[src/rtl/gpio_port_pkg.sv]
package gpio_port_pkg;
  localparam int ADDR_W = 4;
  localparam int BUS_W  = 32;
  localparam int HALF_W = 16;

  typedef enum logic [ADDR_W-1:0] {
    RA_MODE   = 4'd0,
    RA_OTYPE  = 4'd1,
    RA_PULL   = 4'd2,
    RA_ODATA  = 4'd3,
    RA_IDATA  = 4'd4,
    RA_SETCLR = 4'd5,
    RA_CLR    = 4'd6,
    RA_FLOAT  = 4'd7
  } reg_addr_e;

  typedef enum logic [1:0] {
    LM_IN  = 2'b00,
    LM_OUT = 2'b01,
    LM_ALT = 2'b10,
    LM_ANA = 2'b11
  } line_mode_e;

  localparam logic [1:0] PULL_UP = 2'b01;
  localparam logic [1:0] PULL_DN = 2'b10;
endpackage

[src/rtl/gpio_rst_sync.sv]
module gpio_rst_sync (
  input  logic clk,
  input  logic rst_n,
  output logic rst_sync_n
);
  logic [1:0] stage_q;

  always_ff @(posedge clk or negedge rst_n) begin
    if (!rst_n) stage_q <= 2'b00;
    else        stage_q <= {stage_q[0], 1'b1};
  end

  assign rst_sync_n = stage_q[1];
endmodule

[src/rtl/gpio_cfg_regs.sv]
module gpio_cfg_regs
  import gpio_port_pkg::*;
#(
  parameter int N = 16,
  parameter logic [2*N-1:0] MODE_RST  = '0,
  parameter logic [N-1:0]   OTYPE_RST = '0,
  parameter logic [2*N-1:0] PULL_RST  = '0,
  parameter logic [N-1:0]   ODR_RST   = '0
) (
  input  logic              clk,
  input  logic              rst_n,
  input  logic              wr_en,
  input  logic [ADDR_W-1:0] wr_addr,
  input  logic [BUS_W-1:0]  wr_data,
  output logic [2*N-1:0]    mode_q,
  output logic [N-1:0]      otype_q,
  output logic [2*N-1:0]    pull_q,
  output logic [N-1:0]      odr_q,
  output logic              pp_enter
);
  logic [2*N-1:0] mode_d, pull_d;
  logic [N-1:0]   otype_d, odr_d;
  logic           cfg_en;
  logic [N-1:0]   pp_now, pp_next;

  function automatic logic [N-1:0] pp_lines(input logic [2*N-1:0] m, input logic [N-1:0] t);
    logic [N-1:0] r;
    for (int i = 0; i < N; i++) r[i] = (m[2*i +: 2] == LM_OUT) && !t[i];
    return r;
  endfunction

  always_comb begin
    mode_d  = mode_q;
    otype_d = otype_q;
    pull_d  = pull_q;
    odr_d   = odr_q;
    if (wr_en) begin
      case (wr_addr)
        RA_MODE:   mode_d  = wr_data[2*N-1:0];
        RA_OTYPE:  otype_d = wr_data[N-1:0];
        RA_PULL:   pull_d  = wr_data[2*N-1:0];
        RA_ODATA:  odr_d   = wr_data[N-1:0];
        RA_SETCLR: odr_d   = (odr_q & ~wr_data[HALF_W +: N]) | wr_data[N-1:0];
        RA_CLR:    odr_d   = odr_q & ~wr_data[N-1:0];
        default:   ;
      endcase
    end
  end

  assign cfg_en   = wr_en;
  assign pp_now   = pp_lines(mode_q, otype_q);
  assign pp_next  = pp_lines(mode_d, otype_d);
  assign pp_enter = |(pp_next & ~pp_now);

  always_ff @(posedge clk or negedge rst_n) begin
    if (!rst_n) begin
      mode_q  <= MODE_RST;
      otype_q <= OTYPE_RST;
      pull_q  <= PULL_RST;
      odr_q   <= ODR_RST;
    end else if (cfg_en) begin
      mode_q  <= mode_d;
      otype_q <= otype_d;
      pull_q  <= pull_d;
      odr_q   <= odr_d;
    end
  end


  setclr_set_chk: assert property (@(posedge clk) disable iff (!rst_n)
    (wr_en && wr_addr == RA_SETCLR) |=>
      ((odr_q & $past(wr_data[N-1:0])) == $past(wr_data[N-1:0])));


  clr_only_chk: assert property (@(posedge clk) disable iff (!rst_n)
    (wr_en && wr_addr == RA_CLR) |=> ((odr_q & $past(wr_data[N-1:0])) == '0));
endmodule

[src/rtl/gpio_pad_track.sv]
module gpio_pad_track #(
  parameter int N = 16
) (
  input  logic         clk,
  input  logic         rst_n,
  input  logic [N-1:0] pad_evt,
  input  logic [N-1:0] pad_lvl,
  input  logic [N-1:0] in_line,
  input  logic [N-1:0] od_out,
  input  logic         pp_enter,
  input  logic         float_we,
  input  logic [N-1:0] float_wdata,
  output logic [N-1:0] float_q,
  output logic [N-1:0] ext_q
);
  logic [N-1:0] take, float_d, ext_d;
  logic         trk_en;

  always_comb begin
    take    = pad_evt & (in_line | (od_out & ~pad_lvl));
    float_d = float_q & ~take;
    ext_d   = (ext_q & ~take) | (pad_lvl & take);
    if (pp_enter) float_d = '1;
    if (float_we) float_d = float_wdata;
  end

  assign trk_en = |pad_evt | pp_enter | float_we;

  always_ff @(posedge clk or negedge rst_n) begin
    if (!rst_n) begin
      float_q <= '1;
      ext_q   <= '0;
    end else if (trk_en) begin
      float_q <= float_d;
      ext_q   <= ext_d;
    end
  end


  pp_fill_chk: assert property (@(posedge clk) disable iff (!rst_n)
    (pp_enter && !float_we) |=> (&float_q));


  high_noattach_chk: assert property (@(posedge clk) disable iff (!rst_n)
    !float_we |=> ((($past(float_q) & ~float_q) & $past(pad_lvl & ~in_line)) == '0));


  pp_noattach_chk: assert property (@(posedge clk) disable iff (!rst_n)
    !float_we |=> ((($past(float_q) & ~float_q) & $past(~in_line & ~od_out)) == '0));
endmodule

[src/rtl/gpio_line_resolve.sv]
module gpio_line_resolve
  import gpio_port_pkg::*;
#(
  parameter int N = 16,
  parameter logic [N-1:0] FLOAT_DEF = '0
) (
  input  logic [2*N-1:0] mode_q,
  input  logic [N-1:0]   otype_q,
  input  logic [2*N-1:0] pull_q,
  input  logic [N-1:0]   odr_q,
  input  logic [N-1:0]   float_q,
  input  logic [N-1:0]   ext_q,
  output logic [N-1:0]   idr
);
  for (genvar i = 0; i < N; i++) begin : g_line
    logic [1:0] m, p;
    logic       float_val;
    assign m = mode_q[2*i +: 2];
    assign p = pull_q[2*i +: 2];
    assign float_val = (p == PULL_UP) ? 1'b1 :
                       (p == PULL_DN) ? 1'b0 : FLOAT_DEF[i];
    always_comb begin
      if (m == LM_OUT)
        idr[i] = (otype_q[i] && !float_q[i]) ? (odr_q[i] & ext_q[i]) : odr_q[i];
      else
        idr[i] = float_q[i] ? float_val : ext_q[i];
    end
  end
endmodule

[src/rtl/gpio_port_ctrl.sv]
module gpio_port_ctrl
  import gpio_port_pkg::*;
#(
  parameter int N = 16,
  parameter logic [2*N-1:0] MODE_RST  = 32'hABFF_FFFF,
  parameter logic [N-1:0]   OTYPE_RST = '0,
  parameter logic [2*N-1:0] PULL_RST  = 32'h6400_0000,
  parameter logic [N-1:0]   ODR_RST   = '0,
  parameter logic [N-1:0]   FLOAT_DEF = '0
) (
  input  logic              clk,
  input  logic              rst_n,
  input  logic              bus_we,
  input  logic [ADDR_W-1:0] bus_addr,
  input  logic [BUS_W-1:0]  bus_wdata,
  output logic [BUS_W-1:0]  bus_rdata,
  input  logic [N-1:0]      pad_evt,
  input  logic [N-1:0]      pad_lvl,
  output logic [N-1:0]      line_lvl
);
  logic           rst_i_n;
  logic [2*N-1:0] mode_q, pull_q;
  logic [N-1:0]   otype_q, odr_q, float_q, ext_q, idr;
  logic [N-1:0]   out_lines, in_lines, pu_lines, od_out;
  logic           pp_enter, float_we;

  gpio_rst_sync u_rst (.clk(clk), .rst_n(rst_n), .rst_sync_n(rst_i_n));

  gpio_cfg_regs #(
    .N(N), .MODE_RST(MODE_RST), .OTYPE_RST(OTYPE_RST),
    .PULL_RST(PULL_RST), .ODR_RST(ODR_RST)
  ) u_cfg (
    .clk(clk), .rst_n(rst_i_n), .wr_en(bus_we), .wr_addr(bus_addr),
    .wr_data(bus_wdata), .mode_q(mode_q), .otype_q(otype_q),
    .pull_q(pull_q), .odr_q(odr_q), .pp_enter(pp_enter)
  );

  always_comb begin
    for (int i = 0; i < N; i++) begin
      out_lines[i] = (mode_q[2*i +: 2] == LM_OUT);
      in_lines[i]  = (mode_q[2*i +: 2] == LM_IN);
      pu_lines[i]  = (pull_q[2*i +: 2] == PULL_UP);
    end
  end

  assign od_out   = out_lines & otype_q;
  assign float_we = bus_we && (bus_addr == RA_FLOAT);

  gpio_pad_track #(.N(N)) u_pad (
    .clk(clk), .rst_n(rst_i_n), .pad_evt(pad_evt), .pad_lvl(pad_lvl),
    .in_line(in_lines), .od_out(od_out), .pp_enter(pp_enter),
    .float_we(float_we), .float_wdata(bus_wdata[N-1:0]),
    .float_q(float_q), .ext_q(ext_q)
  );

  gpio_line_resolve #(.N(N), .FLOAT_DEF(FLOAT_DEF)) u_res (
    .mode_q(mode_q), .otype_q(otype_q), .pull_q(pull_q), .odr_q(odr_q),
    .float_q(float_q), .ext_q(ext_q), .idr(idr)
  );

  assign line_lvl = idr;

  always_comb begin
    bus_rdata = '0;
    case (bus_addr)
      RA_MODE:  bus_rdata[2*N-1:0] = mode_q;
      RA_OTYPE: bus_rdata[N-1:0]   = otype_q;
      RA_PULL:  bus_rdata[2*N-1:0] = pull_q;
      RA_ODATA: bus_rdata[N-1:0]   = odr_q;
      RA_IDATA: bus_rdata[N-1:0]   = idr;
      RA_FLOAT: bus_rdata[N-1:0]   = float_q;
      default:  bus_rdata = '0;
    endcase
  end


  out_follow_chk: assert property (@(posedge clk) disable iff (!rst_i_n)
    ((idr ^ odr_q) & out_lines & ~(otype_q & ~float_q)) == '0);


  pullup_float_chk: assert property (@(posedge clk) disable iff (!rst_i_n)
    (~out_lines & float_q & pu_lines & ~idr) == '0);


  idata_ro_chk: assert property (@(posedge clk) disable iff (!rst_i_n)
    (bus_we && bus_addr == RA_IDATA) |=>
      (mode_q == $past(mode_q) && odr_q == $past(odr_q) &&
       pull_q == $past(pull_q) && otype_q == $past(otype_q)));
endmodule

[config.mk]
export PLATFORM = sky130hd
export DESIGN_NAME = gpio_port_ctrl
export DESIGN_NICKNAME = d
export VERILOG_FILES = /design/src/rtl/gpio_port_pkg.sv /design/src/rtl/gpio_rst_sync.sv /design/src/rtl/gpio_cfg_regs.sv /design/src/rtl/gpio_pad_track.sv /design/src/rtl/gpio_line_resolve.sv /design/src/rtl/gpio_port_ctrl.sv
export SDC_FILE = /design/constraint.sdc
export NUM_CORES = 1
export LEC_CHECK = 0
export ABC_AREA = 1
export BUFFER_PORTS_ARGS = -buffer_cell sky130_fd_sc_hd__buf_2
export CORE_ASPECT_RATIO = 1.1
export CORE_MARGIN = 1
export CORE_UTILIZATION = 50
export CTS_CLUSTER_SIZE = 14
export DETAILED_ROUTE_END_ITERATION = 6
export PLACE_DENSITY = 0.71
export SYNTH_ARGS = -nofsm -noshare
export SYNTH_HDL_FRONTEND = slang
export SYNTH_SLANG_ARGS = --single-unit
[constraint.sdc]
create_clock -name clk -period 4.5 [get_ports clk]
set_clock_uncertainty 0.05 [all_clocks]
set_input_delay 0.9 -clock clk [delete_from_list [all_inputs] [get_ports clk]]
set_output_delay 0.9 -clock clk [all_outputs]
set_load 0.005 [all_outputs]
# After elaboration in Yosys (flattened, before gate mapping)

Index checks and enable logic that the tools add are counted.

Bits in registers: 130
Word-level logic and storage cells: 289
Output and inout bits: 48
Input port bits: 71

Bitwise gates (word level): 35
Equal/unequal tests: 55
Muxes and demuxes: 73
Reductions and logical operators: 119

Operator list:

| kind                 | number |
|---|---|
| $and A16 B16 Y16     | 9 |
| $eq A2 B1 Y1 const B | 48 |
| $pmux W16 S6         | 1 |
| $not A16 Y16         | 5 |
| $mux W1              | 64 |
| $mux W16             | 4 |
| $mux W32             | 2 |
| $logic_and A1 B1 Y1  | 49 |
| $logic_not A1 Y1     | 48 |
| $or A16 B16 Y16      | 3 |
| $pmux W16 S3         | 1 |
| $logic_not A2 Y1     | 16 |
| $pmux W16 S2         | 1 |
| $reduce_or A16 Y1    | 2 |
| $and A1 B1 Y1        | 16 |
| $eq A4 B3 Y1 const B | 4 |
| $eq A4 B2 Y1 const B | 2 |
| $eq A4 B1 Y1 const B | 1 |
| $logic_not A4 Y1     | 1 |
| $reduce_and A2 Y1    | 2 |
| $reduce_bool A3 Y1   | 1 |
| $or A1 B1 Y1         | 2 |

# Logic depth before layout (Yosys ltp)

Gate-level depths: netlist (run 1).

Depth after elaboration: 9
Mapped depth: 15
Depth with buffers taken out: 13

# By module

A second synthesis (run 1) with hierarchy kept.

Cell total of the unflattened synthesis: 1330
Area total of the unflattened synthesis: 8552.0 µm²

By module, submodules not included:

| module            | area each (µm²) | seq. area each (µm²) | times used | cells an instance |
|---|---|---|---|---|
| gpio_cfg_regs     | 4434.3          | 2442.3               | 1          | 533 |
| gpio_pad_track    | 1700.4          | 820.8                | 1          | 246 |
| gpio_port_ctrl    | 1462.7          | 0.0                  | 1          | 324 |
| gpio_line_resolve | 900.9           | 0.0                  | 1          | 224 |
| gpio_rst_sync     | 53.8            | 50.0                 | 1          | 3 |

# Worst setup path after synthesis (run 1)

OpenSTA, ideal clock, no wires.

Path kind: input port to output port
Start: in bus_addr[3]
End: out bus_rdata[12]
Path buffers: 3
Path slack: 1443 ps
Data arrival time: 2107 ps
Cell stages on the path: 8
Cells stage by stage: nor2_4 buf_6 buf_6 nand2_2 clkinv_1 clkbuf_1 a221oi_1 o211ai_1

Word-level cells in the longest chain between the ends: 2

RTL lines:

| item                                       | line                 | source |
|---|---|---|
| from (decl)                                | gpio_port_ctrl.sv:14 | `input logic [ADDR_W-1:0] bus_addr,` |
| $eq A4 B3 Y1, or another cell as far along | gpio_port_ctrl.sv:65 | `case (bus_addr)` |
| $pmux W16 S6 *                             | gpio_port_ctrl.sv:65 |  |
| to (decl)                                  | gpio_port_ctrl.sv:16 | `output logic [BUS_W-1:0] bus_rdata,` |

Mark *: on every way between the ends. The rest lies on a longest branch, timed or not.

# Worst setup path in the final report (run 1)

Start: in bus_addr[2]
End: out bus_rdata[14]

Same word-level chain as after synthesis.

==> results.toml, run 1 <==
[status]
status = "finished, final reports clean"

[clock_tree]
cts_made_buffers = 17
cts_hold_buf = 0
cts_tree = "done"
cts_htree_levels = 4
cts-resized-gates = 0
cts_root_buf = "clkbuf_16"
numClockSinks = 130
clockBufferDepth = 2
post_cts_buffers = 0
clk_pin_slew_ns = 0.06
clk_latency_ns = 0.43

[yosys]
syn_nets = 1110
synth_top_cell_by_area = "dfrtp_1"
syn_area_mm2 = 0.00764
ys_warn_count = 0
yosysSeqAreaShare_pct = 43.4
yosys.area.top_type_share_pct = 26.9
synth_edf_count = 0
avgSynthCellArea_um2 = 7.35
netlist_top_cells_area = "dfrtp_1 (27%), dfstp_2 (17%), nand2_1 (13%)"
synth_most_common_cell = "nand2_1"
synth_common_cells = "nand2_1 (272), inv_1 (170), nor2_1 (142)"
synthArstFlopShare_pct = 100
ys_seq_elements = 130
syn_inst = 1039
synth_cell_types = 37
ys.flop_type = "dfrtp_1"

[cells_and_area]
nFillCells = 1431
antennaDiodeCount = 0
syn2layout_area_growth_pct = 16.8
multi_input_area_mm2 = 0.00342
final_core_util_pct = 59.5
instances_no_fill = 1360
final_nets = 1222
regArea_mm2 = 0.00332
drive_gt1_share_pct = 21.7

[detailed_routing]
drc = 0
wirelength_mm = 25.0
ant_nets = 0
drt_iter0_drc = 737
via_per_inst = 5.69
num_vias = 7737
firstDrtPassIters = 6
routedWlPerCell_um = 18.4

[power_and_ir_drop]
p_per_area_mw_per_mm2 = 494
leakage_nw = 4.69
peakVddDrop_uv = 307

[global_routing]
use_met3_pct = 6.73
grtUsageMet1_pct = 43.3
grt_pass1_wl_mm = 38.9
overflow = 0
top_usage_layer = "met2"
grt_max_degree = 65
antenna_found_initial = 0
grt_usage_pct = 32.8
grt_pass1_vias = 7232
grtUsageMet2_pct = 50.8

[die]
design.portCount = 119
die_x_um = 120
die_area_mm2 = 0.0158
start_util_pct = 50.9
dieHeight_um = 132
core-area_mm2 = 0.0150
rows = 47

[setup_path]
crit_path_max_fanout = 10
path_cells = "buf_2 -> inv_1 -> nor2_1 -> inv_1 -> nor3_2 -> buf_4 -> nand2_1 -> o2111ai_1 -> buf_2"
cp-start-kind = "primary input"
worstSetupEndpointType = "output port"
worstPathRequired_ns = 3.55
crit_path_top_delay_cell = "nor3_2"
max_stage_delay_ns = 0.61
crit_arrival_ns = 2.75
crit_type = "in -> out"

[sta]
setup-violations-final = 0
rsz0062_at_grt = "false"
tightest_slew_ns = 1.19
post-route-min-period_ns = 3.70
hold_viol = 0
hold_ws_ns = 0.191
setup_tns_ns = 0
max_freq_ghz = 0.270
slew_headroom_pct = 20.1
fin_crit_sh_pct = 82.2
slew_viol_final = 0

[placement]
numPortBuffers = 118
place_inst = 1328
gp_congestion = 0.901
hpwl_mm = 17.0

[flow_run]
drv_cap = 0

[min_path]
hold_class = "in -> async"
[metrics by stage]
stage          setup slack (ns)  cell area (um2)  power (mW)
4_1_cts                   0.790             8920        4.39
6_report                  0.800             8920        4.41
5_1_grt                   0.707             8920        4.63
3_5_place_dp              0.732             8320        2.97
2_1_floorplan             0.644             7640        2.60
3_3_place_gp              0.779             8320        2.95
[placed cells by master, fill, tap and decap left out]
master and instances:
bufinv_16 2, buf_2 118, nand3_2 12, nor3_2 1
inv_2 2, clkbuf_16 17, conb_1 1, nand2_1 271
dfrtp_4 1, clkbuf_1 1, o22ai_1 38, buf_4 14
clkinv_2 4, o211ai_1 3, clkinvlp_4 3, nor2_1 142
nand4_1 34, o21ai_2 1, nand2_2 7, nand3_1 22
o221ai_1 3, a211oi_1 6, nor2_4 6, clkbuf_8 5
or2_1 1, a221oi_1 38, o21ai_0 57, dfrtp_1 81
nor3_1 12, and2_1 1, a21oi_1 8, o2111ai_1 8
o21ai_1 13, nand2_4 1, clkinv_1 1, dfstp_2 48
nor2_2 10, nand3_4 1, inv_1 170
[critical path: cells and delay by family]
| family | cells | cell delay (ns) |
|---|---|---|
| buffers and inverters | 5 | 0.82 |
| AO/OA/AOI/OAI | 1 | 0.12 |
| AND/OR/NAND/NOR | 3 | 0.91 |
[final cells by class]
class                   instances  area share [%]
flip-flops and latches        130            37.2
multi-input cells             697            38.3
clock buffers                  23            5.58
repair buffers                132            7.80
well taps                     196            2.75
clock inverters                 9            1.15
inverters                     173            7.28
[path summary, 6_finish.rpt]
kind	startpoint	endpoint	slack (ns)	cells after the start
min in group clk	u_rst.stage_q[0]	u_rst.stage_q[1]	0.30	0
max	bus_addr[2]	bus_rdata[14]	0.80	9
min reg2reg	u_rst.stage_q[1]	u_cfg.odr_q[7]	0.28	0
max in group asynchronous	u_rst.stage_q[1]	u_cfg.pull_q[25]	3.10	1
max reg2reg	u_cfg.mode_q[4]	u_pad.float_q[0]	2.15	11
min	rst_n	u_rst.stage_q[1]	0.19	1
[metal layers]
layer | wire [um] | part of all wire, %
met1 | 10300 | 41
met2 | 11600 | 46
met3 | 2220 | 8.9
met4 | 932 | 3.7
met5 | 0 | 0
[power breakdown]
group | internal (mW) | total (mW) | leakage [nW] | switching (mW)
registers | 1.55 | 1.75 | 1.53 | 0.200
clock network | 0.884 | 1.42 | 0.291 | 0.533
logic | 0.434 | 1.24 | 2.87 | 0.809
[kinds of logic (layout without fill, tap and decap cells)]
family          Yosys count  count (layout)  share of synthesized area [%]
compound gates          175             175                           14.8
buf+inv                 212             337                           12.0
simple gates            521             521                           29.7
other cells               1               1                         0.0491
flops                   130             130                           43.4
Note: power is estimated with default switching activity, not from simulation.
==> inputs of run 2 (changes only) <==
- PLACE_DENSITY: 0.71 -> 0.73
- clock period: 4.5 -> 3 ns (I/O delays scaled with it)
==> run 2 against run 1 <==
Against the previous run:
- worst hold slack gained 0.10 ns
- combinational power grew 55%
- global-route usage shrank 0.22 points
- critical path depth shrank 2
- largest power group unchanged
==> results.toml, run 2 (synthesized netlist as in run 1, its figures left out) <==
[die]
dieHeight_um = 132
die_area_mm2 = 0.0158
start_util_pct = 50.9
rows = 47
design.portCount = 119
die_x_um = 120
core-area_mm2 = 0.0150

[global_routing]
grt_pass1_vias = 7551
use_met3_pct = 7.25
overflow = 0
grt_max_degree = 67
grtUsageMet1_pct = 41.6
grt_usage_pct = 32.6
grt_pass1_wl_mm = 38.9
top_usage_layer = "met2"
antenna_found_initial = 0
grtUsageMet2_pct = 51.4

[sta]
setup_tns_ns = 0
post-route-min-period_ns = 2.89
max_freq_ghz = 0.346
rsz0062_at_grt = "false"
setup_ws_ns = 0.112
fin_crit_sh_pct = 96.3
slew_headroom_pct = 41.4
tightest_slew_ns = 0.879
slew_viol_final = 0
setup-violations-final = 0
hold_viol = 0
hold_ws_ns = 0.295

[power_and_ir_drop]
peakVddDrop_uv = 489
p_per_area_mw_per_mm2 = 757
leakage_nw = 4.82

[detailed_routing]
wirelength_mm = 25.0
drc = 0
num_vias = 7765
ant_nets = 0
routedWlPerCell_um = 18.2
drt_iter0_drc = 706
via_per_inst = 5.64
firstDrtPassIters = 6

[placement]
numPortBuffers = 118
hpwl_mm = 17.2
gp_congestion = 0.901
placed_area_mm2 = 0.00849
dpl_worst_slack_ns = 0.122
place_inst = 1343

[clock_tree]
post_cts_buffers = 0
cts_made_buffers = 17
cts_htree_levels = 4
clk_pin_slew_ns = 0.06
cts_root_buf = "clkbuf_16"
clockBufferDepth = 2
cts_tree = "done"
clk_latency_ns = 0.44
numClockSinks = 130

[status]
status = "finished, final reports clean"

[cells_and_area]
final_nets = 1238
antennaDiodeCount = 0
layout_commonest_cell = "nand2_1"
mostFrequentLayoutCells = "nand2_1 (271), inv_1 (170), nor2_1 (142)"
stdcell_area_mm2 = 0.00918
instances_no_fill = 1376
drive_gt1_share_pct = 22.8
syn2layout_area_growth_pct = 20.1

[setup_path]
worstSetupEndpointType = "output port"
crit_path_max_fanout = 3
cp-start-kind = "register"
crit_type = "reg -> out"
worstPathRequired_ns = 2.35
crit_arrival_ns = 2.24

[min_path]
hold_class = "reg -> async"

[flow_run]
drv_cap = 0
## run 2: changes by cell type in the layout (fill, tap and decap cells not counted), sizes merged
cell,before,now
buf,132,147
clkinv,5,4
bufinv,2,6
clkbuf,23,19
inv,172,173
dlygate4sd3,0,1
## run 2: area by class of cell
| type | count | area (um2) |
|---|---|---|
| multi-input cells | 697 | 3420 |
| fillers | 1351 | 5820 |
| repair buffers | 148 | 868 |
| flip-flops and latches | 130 | 3320 |
| clock buffers | 19 | 453 |
| inverters | 173 | 649 |
| well taps | 196 | 245 |
| clock inverters | 13 | 230 |
## run 2: metal layers
metal	routed length, um	vias to the layer above	part of all wire, %
met3	2290	64	9.2
met5	0	-	0
met4	945	0	3.8
met1	9790	3638	39
li1	-	3644	-
met2	12000	419	48
## run 2: where the power goes
part / switching [mW] / internal (mW)
Clock: 0.811 / 1.60
Sequential: 0.288 / 2.32
Combinational: 1.24 / 0.684
Total: 2.34 / 4.61
## run 2: worst paths after layout
path,from,end,slack (ns),cells past startpoint
max in group asynchronous,u_rst.stage_q[1],u_cfg.pull_q[26],1.77,1
worst max register to register,u_cfg.mode_q[10],u_pad.float_q[4],0.79,11
min in group clk,u_rst.stage_q[0],u_rst.stage_q[1],0.30,0
worst min-delay path,u_rst.stage_q[1],asynchronous set/reset pin,0.30,0
worst max-delay path,u_cfg.mode_q[12],bus_rdata[6],0.11,7
worst min register to register,u_rst.stage_q[1],asynchronous set/reset pin,0.30,0
## run 2: critical path, cell delays in order (launching register included)
cell and delay (ns):
dfstp_2 0.52, inv_1 0.05, nor2_1 0.20, nand2_1 0.11, a221oi_1 0.43, nand2_1 0.12
o211ai_1 0.19, buf_2 0.18
## run 2: through the flow
step | power, mW | utilization [%]
after floorplan | 3.90 | -
after CTS | 6.93 | 61.2
after detailed placement | 4.50 | 56.6
after global routing | 7.29 | 61.2
after global placement | 4.46 | 56.6
final | 6.94 | 61.2
## run 2: repair_timing
action | CTS | global route
hold buffers | 1 | 0
resized for setup | 0 | 0
endpoints found under the hold margin | 2 | 0
==> inputs of run 3 (changes only) <==
- CAP_MARGIN: default -> 20
- CORE_UTILIZATION: 50 -> 52
- PLACE_DENSITY: 0.73 -> 0.76
- TNS_END_PERCENT: default -> 20
==> run 3 against run 2 <==
Against the previous run:
- sequential share of layout area about the same
- global-route usage up 1.8 points
- count of clock-buffer cells in the layout grew 4
- total power down 0.45%
- non-clock buffer count decreased by 1
- critical endpoint is now bus_rdata[9]
==> results.toml, run 3 (synthesized netlist as in run 1, its figures left out) <==
[cells_and_area]
final_nets = 1237
multi_input_area_mm2 = 0.00342
antennaDiodeCount = 0
instances_no_fill = 1371
regArea_mm2 = 0.00332
final_core_util_pct = 63.8
syn2layout_area_growth_pct = 20.1
layout_commonest_cell = "nand2_1"
drive_gt1_share_pct = 22.7
nFillCells = 1273
stdcell_area_mm2 = 0.00918
mostFrequentLayoutCells = "nand2_1 (271), inv_1 (170), nor2_1 (142)"

[setup_path]
worstSetupEndpointType = "output port"
max_stage_delay_ns = 0.38
cp-start-kind = "primary input"
crit_type = "in -> out"
cp-startpoint = "bus_addr[1]"
crit_path_max_fanout = 7
path_cells = "buf_2 -> inv_1 -> nor2_1 -> nand2_2 -> clkinv_1 -> buf_4 -> nand2_1 -> o221ai_1 -> a221oi_1 -> nand2_1 -> buf_2"
cp-endpoint = "bus_rdata[9]"
crit_path_top_delay_cell = "a221oi_1"
rrSetupSlack_ns = 0.70
crit_arrival_ns = 2.25
worstPathRequired_ns = 2.35
reg2reg_to = "u_pad.float_q[14]"
r2r_cells = 11
r2r_start = "u_cfg.mode_q[6]"

[sta]
hold_viol = 0
setup_tns_ns = 0
max_freq_ghz = 0.345
fin_crit_sh_pct = 96.6
post-route-min-period_ns = 2.90
slew_viol_final = 0
rsz0062_at_grt = "false"
tightest_slew_ns = 0.903
hold_ws_ns = 0.307
slew_headroom_pct = 39.8
setup-violations-final = 0
setup_ws_ns = 0.103

[clock_tree]
cts_root_buf = "clkbuf_16"
cts_tree = "done"
clockBufferDepth = 2
post_cts_buffers = 0
cts_htree_levels = 4
clk_latency_ns = 0.43
clk_pin_slew_ns = 0.06
numClockSinks = 130
cts-resized-gates = 0
cts_made_buffers = 17

[status]
status = "finished, final reports clean"

[placement]
hpwl_mm = 17.3
place_inst = 1338
numPortBuffers = 118
gp_congestion = 0.902
placed_area_mm2 = 0.00849
dpl_worst_slack_ns = 0.135

[detailed_routing]
num_vias = 7937
drt_iter0_drc = 873
via_per_inst = 5.79
wirelength_mm = 25.3
drc = 0
firstDrtPassIters = 7
ant_nets = 0
routedWlPerCell_um = 18.5

[die]
die_x_um = 118
core-area_mm2 = 0.0144
die_area_mm2 = 0.0152
rows = 46
start_util_pct = 53.1
dieHeight_um = 129
design.portCount = 119

[global_routing]
grt_usage_pct = 34.4
grt_pass1_wl_mm = 39.4
antenna_found_initial = 0
grt_max_degree = 65
overflow = 0
grt_pass1_vias = 7505

[power_and_ir_drop]
power.total_mw = 6.91
peakVddDrop_uv = 481
p_per_area_mw_per_mm2 = 753
leakage_nw = 4.83

[flow_run]
drv_cap = 0

[min_path]
hold_class = "reg -> reg"
-- run 3: cell types whose count changed in the layout (fill, tap and decap cells not counted) --
cell	change
clkinv_2	+1
bufinv_16	-1
clkinv_4	-1
buf_4	-2
inv_6	-1
clkbuf_8	+4
clkinvlp_4	-2
buf_12	+1
-- run 3: where the power goes --
part	leakage [nW]	switching (mW)	internal (mW)	total, mW
Combinational	2.97	1.23	0.667	1.90
Clock	0.335	0.798	1.60	2.40
Sequential	1.53	0.294	2.32	2.62
-- run 3: worst max-delay path, delay by kind of cell --
family | cells | cell delay [ns]
simple gates | 4 | 0.27
compound gates | 2 | 0.50
buf+inv | 5 | 0.86
-- run 3: worst min path at each step --
stage	startpoint	to	slack (ns)	cells after the start
finish	u_rst.stage_q[0]	u_rst.stage_q[1]	0.31	0
floorplan	rst_n	u_rst.stage_q[0]	0.25	0
global route	u_rst.stage_q[0]	u_rst.stage_q[1]	0.33	0
detailed placement	u_rst.stage_q[0]	u_rst.stage_q[1]	0.29	0
global placement	u_rst.stage_q[0]	u_rst.stage_q[1]	0.29	0
CTS	u_rst.stage_q[0]	u_rst.stage_q[1]	0.31	0
-- run 3: final cells by class --
cell class | count | share of cell area (%)
clock buffer | 23 | 5.54
clock inverter | 9 | 1.88
inverter | 173 | 7.08
multi-input combinational | 697 | 37.2
sequential | 130 | 36.1
tap | 192 | 2.62
timing repair buffer | 147 | 9.52
-- run 3: layer usage --
metal  vias up  global-route usage (%)  share of wire, %
li1       3652                       -                 -
met1      3730                    42.9                39
met2       468                    56.0                47
met3        87                    7.17               9.3
met4         0                    20.0               4.7
met5         -                       0                 0
-- run 3: repair_timing --
action | in CTS | in global routing
endpoints found under the hold margin | 2 | 0
setup endpoints to repair | 0 | 0
hold buffers | 1 | 0
